## config.mk

```make
export PLATFORM = sky130hd
export DESIGN_NAME = vlcpack_top
export DESIGN_NICKNAME = d
export VERILOG_FILES = /design/src/rtl/vlcpack_pkg.sv /design/src/rtl/vlcpack_merge.sv /design/src/rtl/vlcpack_store.sv /design/src/rtl/vlcpack_top.sv
export SDC_FILE = /design/constraint.sdc
export NUM_CORES = 1
export LEC_CHECK = 0
export CORE_UTILIZATION = 30
export CTS_BUF_LIST = sky130_fd_sc_hd__clkbuf_8 sky130_fd_sc_hd__clkbuf_16
export CTS_CLUSTER_DIAMETER = 120
export DETAILED_ROUTE_END_ITERATION = 8
export SETUP_SLACK_MARGIN = 0.5
export SLEW_MARGIN = 40
export SYNTH_ARGS = -nofsm -noshare
export SYNTH_HDL_FRONTEND = slang
export SYNTH_HIERARCHICAL = 1
export SYNTH_SLANG_ARGS = --single-unit
export TNS_END_PERCENT = 100
```

## constraint.sdc

```tcl
create_clock -name clk -period 5.4 [get_ports clk]
set_clock_uncertainty 0.05 [all_clocks]
set_input_delay 1.35 -clock clk [delete_from_list [all_inputs] [get_ports clk]]
set_output_delay 1.35 -clock clk [all_outputs]
set_load 0.03 [all_outputs]
```

## src/rtl/vlcpack_pkg.sv

```systemverilog
package vlcpack_pkg;

    // Classification of what the accumulator can currently offer downstream
    typedef enum logic [1:0] {
        WK_NONE = 2'd0,
        WK_FULL = 2'd1,
        WK_TAIL = 2'd2
    } word_kind_t;

    // Width of a field able to hold values 0..n
    function automatic int count_bits(input int n);
        return $clog2(n + 1);
    endfunction

endpackage

```

## src/rtl/vlcpack_merge.sv

```systemverilog
module vlcpack_merge #(
    parameter int IN_W  = 16,
    parameter int ACC_W = 24,
    parameter int LEN_W = 5,
    parameter int CNT_W = 5
) (
    input  logic [ACC_W-1:0] acc,
    input  logic [CNT_W-1:0] fill,
    input  logic [IN_W-1:0]  data,
    input  logic [LEN_W-1:0] len,
    output logic [ACC_W-1:0] merged,
    output logic [CNT_W-1:0] merged_fill
);

    logic [LEN_W-1:0] eff_len;
    logic [IN_W-1:0]  keep_mask;
    logic [ACC_W-1:0] widened;

    always_comb begin
        // Lengths beyond the payload width are clamped to the full width
        eff_len     = (len > LEN_W'(IN_W)) ? LEN_W'(IN_W) : len;
        keep_mask   = ~({IN_W{1'b1}} << eff_len);
        widened     = {{(ACC_W-IN_W){1'b0}}, data & keep_mask};
        merged      = acc | (widened << fill);
        merged_fill = fill + CNT_W'(eff_len);
    end

endmodule

```

## src/rtl/vlcpack_store.sv

```systemverilog
module vlcpack_store
    import vlcpack_pkg::*;
#(
    parameter int IN_W  = 16,
    parameter int OUT_W = 8,
    parameter int ACC_W = 24,
    parameter int CNT_W = 5
) (
    input  logic             clk,
    input  logic             rst,
    input  logic             in_valid,
    input  logic             in_last,
    input  logic             out_ready,
    input  logic [ACC_W-1:0] merged,
    input  logic [CNT_W-1:0] merged_fill,
    output logic [ACC_W-1:0] acc_q,
    output logic [CNT_W-1:0] fill_q,
    output logic             in_ready,
    output logic             out_valid,
    output logic [OUT_W-1:0] out_data,
    output logic             out_last
);

    logic       flush_q;
    word_kind_t kind;
    logic       take_in;
    logic       take_out;

    always_comb begin
        if (fill_q >= CNT_W'(OUT_W)) begin
            kind = (flush_q && fill_q == CNT_W'(OUT_W)) ? WK_TAIL : WK_FULL;
        end else if (flush_q && fill_q != '0) begin
            kind = WK_TAIL;
        end else begin
            kind = WK_NONE;
        end
        out_valid = (kind != WK_NONE);
        out_last  = (kind == WK_TAIL);
        out_data  = acc_q[OUT_W-1:0];
        in_ready  = !flush_q && (fill_q < CNT_W'(OUT_W));
        take_in   = in_valid && in_ready;
        take_out  = out_valid && out_ready;
    end

    always_ff @(posedge clk) begin
        if (rst) begin
            acc_q   <= '0;
            fill_q  <= '0;
            flush_q <= 1'b0;
        end else if (take_in) begin
            acc_q   <= merged;
            fill_q  <= merged_fill;
            flush_q <= in_last && (merged_fill != '0);
        end else if (take_out) begin
            if (kind == WK_TAIL) begin
                acc_q   <= '0;
                fill_q  <= '0;
                flush_q <= 1'b0;
            end else begin
                acc_q   <= acc_q >> OUT_W;
                fill_q  <= fill_q - CNT_W'(OUT_W);
            end
        end
    end

    AST_RESET_IDLE: assert property (@(posedge clk) disable iff (rst)
        $past(rst) |-> (!out_valid && in_ready));

    AST_NO_OVERFILL: assert property (@(posedge clk) disable iff (rst)
        fill_q <= CNT_W'(IN_W + OUT_W - 1));

    AST_READY_BLOCKED: assert property (@(posedge clk) disable iff (rst)
        out_valid |-> !in_ready);

    AST_TAIL_PADDED: assert property (@(posedge clk) disable iff (rst)
        (out_valid && out_last && fill_q < CNT_W'(OUT_W))
            |-> ((out_data & ({OUT_W{1'b1}} << fill_q)) == '0));

    AST_EMPTY_CLOSE: assert property (@(posedge clk) disable iff (rst)
        (take_in && in_last && merged_fill == '0) |=> !out_valid);

    AST_HOLD_WORD: assert property (@(posedge clk) disable iff (rst)
        (out_valid && !out_ready)
            |=> (out_valid && $stable(out_data) && $stable(out_last)));

endmodule

```

## src/rtl/vlcpack_top.sv

```systemverilog
module vlcpack_top
    import vlcpack_pkg::*;
#(
    parameter int IN_W  = 16,
    parameter int OUT_W = 8,
    parameter int LEN_W = count_bits(IN_W)
) (
    input  logic             clk,
    input  logic             rst,
    input  logic             in_valid,
    output logic             in_ready,
    input  logic [IN_W-1:0]  in_data,
    input  logic [LEN_W-1:0] in_len,
    input  logic             in_last,
    output logic             out_valid,
    input  logic             out_ready,
    output logic [OUT_W-1:0] out_data,
    output logic             out_last
);

    localparam int ACC_W = IN_W + OUT_W;
    localparam int CNT_W = count_bits(ACC_W);

    logic [ACC_W-1:0] acc_q;
    logic [CNT_W-1:0] fill_q;
    logic [ACC_W-1:0] merged;
    logic [CNT_W-1:0] merged_fill;

    vlcpack_merge #(
        .IN_W (IN_W),
        .ACC_W(ACC_W),
        .LEN_W(LEN_W),
        .CNT_W(CNT_W)
    ) u_merge (
        .acc        (acc_q),
        .fill       (fill_q),
        .data       (in_data),
        .len        (in_len),
        .merged     (merged),
        .merged_fill(merged_fill)
    );

    vlcpack_store #(
        .IN_W (IN_W),
        .OUT_W(OUT_W),
        .ACC_W(ACC_W),
        .CNT_W(CNT_W)
    ) u_store (
        .clk        (clk),
        .rst        (rst),
        .in_valid   (in_valid),
        .in_last    (in_last),
        .out_ready  (out_ready),
        .merged     (merged),
        .merged_fill(merged_fill),
        .acc_q      (acc_q),
        .fill_q     (fill_q),
        .in_ready   (in_ready),
        .out_valid  (out_valid),
        .out_data   (out_data),
        .out_last   (out_last)
    );

    AST_LEN_LEGAL: assert property (@(posedge clk) disable iff (rst)
        in_valid |-> (in_len <= LEN_W'(IN_W)));

endmodule

```

==> results.py <==
metrics = {
    "clock_network": {
        "clock_latency_ps": 280,
        "clock_sinks": 30,
        "cts_setup_buffers": 0,
        "cts.hold.buffers_added": 0,
        "path_clk_slew_ps": 70,
        "cts_buffer_depth": 2,
        "htree_levels": 2,
        "cts_resized": 0,
        "cts-root-buf": "clkbuf_8",
        "cts_tree": "yes",
        "cts_inserted_buffers": 5,
    },
    "yosys": {
        "yosys-top-cells-count": "46 x nand2_1, 30 x dfxtp_1, 29 x o211ai_1",
        "synth_fp_nets": 437,
        "synth_top_area_cell": "dfxtp_1",
        "synthesis.area_sq_mm": 0.00315,
        "async_flop_share_pct": 0,
        "yosysTopAreaCellShare_pct": 19.1,
        "synth_cells": 405,
        "yosysMostFrequentCell": "nand2_1",
        "ys_ff_latch": 30,
        "synth_edf_count": 0,
        "synth_cell_types": 69,
        "synth-seq-area-share_pct": 19.1,
        "ys_warn_count": 6,
        "syn_area_per_cell_sq_um": 7.77,
        "ys_top_cells_by_area": "dfxtp_1 19%, mux2i_1 7.3%, o211ai_1 6.9%, nand2_1 5.5%, a21oi_1 4.0%",
        "synth_ff_type": "dfxtp_1",
    },
    "pwr": {
        "clockPowerShare_pct": 14.2,
        "p_leak_nw": 1.20,
        "vdd_drop_max_mv": 0.250,
        "seq_power_share_pct": 22.7,
        "p_switching_w": 0.000832,
        "intPower_w": 0.000828,
        "power_density_mw_per_mm2": 464,
        "combPwrFrac_pct": 63.1,
        "p_sw_share_pct": 50.1,
    },
    "drt": {
        "via_per_inst": 6.02,
        "drt_first_iter_violations": 297,
        "routedWlPerCell_microns": 18.4,
        "ant_nets": 0,
        "wirelength_microns": 10000,
        "post-route-drc-count": 0,
        "vias": 3286,
        "first_pass_iters": 5,
    },
    "timing": {
        "setup_viol": 0,
        "period_share_pct": 75.0,
        "hold-worst-slack_ps": 467,
        "relSlewSlack_pct": 40.4,
        "finalSetupTns_ps": 0,
        "rsz0062_at_grt": "no",
        "hold_viol": 0,
        "tightest_slew_ps": 891,
        "final.min_clock_period_ps": 4050,
        "drv_slew": 0,
        "max_clock_freq_mhz": 247,
    },
    "grt": {
        "met1_usage_pct": 26.4,
        "grt_use_total_pct": 18.1,
        "busiest_layer": "met2",
        "grt_pass1_vias": 3110,
        "grt.overflow.total": 0,
        "use_met2_pct": 27.6,
        "grt_max_degree": 37,
        "antenna_found_initial": 0,
        "grt_first_pass_wirelength_microns": 16300,
        "met3_usage_pct": 3.01,
    },
    "layout": {
        "multi_input_area_sq_mm": 0.00220,
        "register_area_sq_um": 602,
        "antenna_cells": 0,
        "fill_cells": 1071,
        "final_area_sq_mm": 0.00358,
        "layout-drive-gt1-share_pct": 12.2,
        "area_growth_syn_to_layout_pct": 13.7,
        "nNetsFinal": 441,
    },
    "critical_path": {
        "critPathRequiredTime_ps": 5500,
        "worstSetupPathType": "in -> reg",
        "cp-end-kind": "flop",
        "arrival_ps": 4150,
        "r2r_cells": 11,
        "startpoint_type": "primary input",
        "path_max_fanout": 14,
    },
    "status": {
        "status": "complete, no violations",
    },
    "floorplan": {
        "dieArea_sq_mm": 0.0109,
        "core_sq_mm": 0.0102,
        "fp.dieW_microns": 104,
        "die_h_microns": 104,
        "initial_utilization_pct": 30.8,
        "ioPinCount": 37,
        "rows": 37,
    },
    "placed_design": {
        "dpl-instance-area_sq_mm": 0.00346,
        "place.gp.congestion": 0.842,
        "dpl.hpwl_microns": 6820,
        "io_buffers": 36,
    },
    "min_path": {
        "hold_path_depth": 2,
        "hold_path.class": "reg -> reg",
    },
    "run": {
        "cap_violations": 0,
    },
}
==> flip-flops by register name, summed over array words and instances (netlist names) <==
name / count
u_store/acc_q: 24
u_store/flush_q: 1
u_store/fill_q: 5
==> power groups by stage <==
stage	Clock, W	Sequential (W)	Combinational (W)
3_5_place_dp	0	0.000379	0.00103
2_1_floorplan	0	0.000338	0.000841
3_3_place_gp	0	0.000375	0.00102
4_1_cts	0.000240	0.000374	0.00103
5_1_grt	0.000248	0.000387	0.00113
6_report	0.000237	0.000376	0.00105
==> stage by stage <==
stage	setup WS [ps]	utilization, %	instances	total power (W)
4_1_cts	1350	35.0	546	0.00165
2_1_floorplan	2010	-	405	0.00118
5_1_grt	1150	35.0	546	0.00176
3_3_place_gp	1200	33.9	538	0.00140
3_5_place_dp	1070	33.9	538	0.00141
6_report	1350	35.0	546	0.00166
==> layer usage <==
| layer | share of wire [%] | vias up |
|---|---|---|
| met1 | 49 | 1594 |
| met5 | 0 | - |
| met3 | 6.2 | 8 |
| li1 | - | 1554 |
| met4 | 0.69 | 0 |
| met2 | 44 | 130 |
==> kinds of logic after synthesis <==
family	Yosys count	synth area share (%)
buf+inv	68	11.2
mux	26	8.74
xor+xnor	4	1.11
flops	30	19.1
compound gates	154	38.0
simple gates	117	19.3
fa+ha+maj	6	2.62
==> worst max-delay path, stage by stage <==
cell and delay [ps]:
clkdlybuf4s50_1 800, inv_1 120, nor2_1 120, ha_1 180, inv_1 60, fa_1 410
inv_1 80, a21o_1 120, a21oi_1 80, xnor2_1 140, or4_1 430, o211ai_1 170
a21oi_1 90
==> final cells by class <==
type	count	share of cell area (%)
flip-flops and latches	30	16.8
clock buffers	5	1.92
inverters	21	2.20
well taps	136	4.76
clock inverters	3	1.26
repair buffers	44	11.6
multi-input cells	307	61.4
==> layout by cell type (no fill, tap or decap), types with 3 or more instances in the layout <==
cell type	synthesis	final
a211oi_1	3	3
a211oi_2	5	5
a21o_1	9	9
a21oi_1	25	25
a221o_1	8	8
a31o_2	4	4
a31oi_1	18	18
a32o_1	3	3
buf_4	10	8
clkbuf_8	0	5
clkdlybuf4s50_1	0	35
dfxtp_1	30	29
ha_1	5	5
inv_1	17	17
mux2i_1	23	23
nand2_1	46	45
nand2b_1	4	4
nand3_1	5	5
nand4_1	16	16
nor2_1	15	15
nor2b_1	6	6
nor4_1	8	8
o211ai_1	29	29
o21ai_0	8	8
o21ai_1	3	3
o21bai_1	4	4
o22ai_1	4	4
o311a_1	3	3
xnor2_1	3	3
==> final timing paths <==
kind / startpoint / end / slack (ps)
min: u_store/acc_q[16]$_SDFFE_PP0P_ / u_store/acc_q[16]$_SDFFE_PP0P_ / 470
min reg2reg: u_store/acc_q[16]$_SDFFE_PP0P_ / u_store/acc_q[16]$_SDFFE_PP0P_ / 470
max: in_len[0] / u_store/flush_q$_SDFFE_PP0P_ / 1350
max reg2reg: u_store/fill_q[0]$_SDFFE_PP0P_ / u_store/flush_q$_SDFFE_PP0P_ / 2580
No activity file was read; power rests on OpenSTA's default activity.
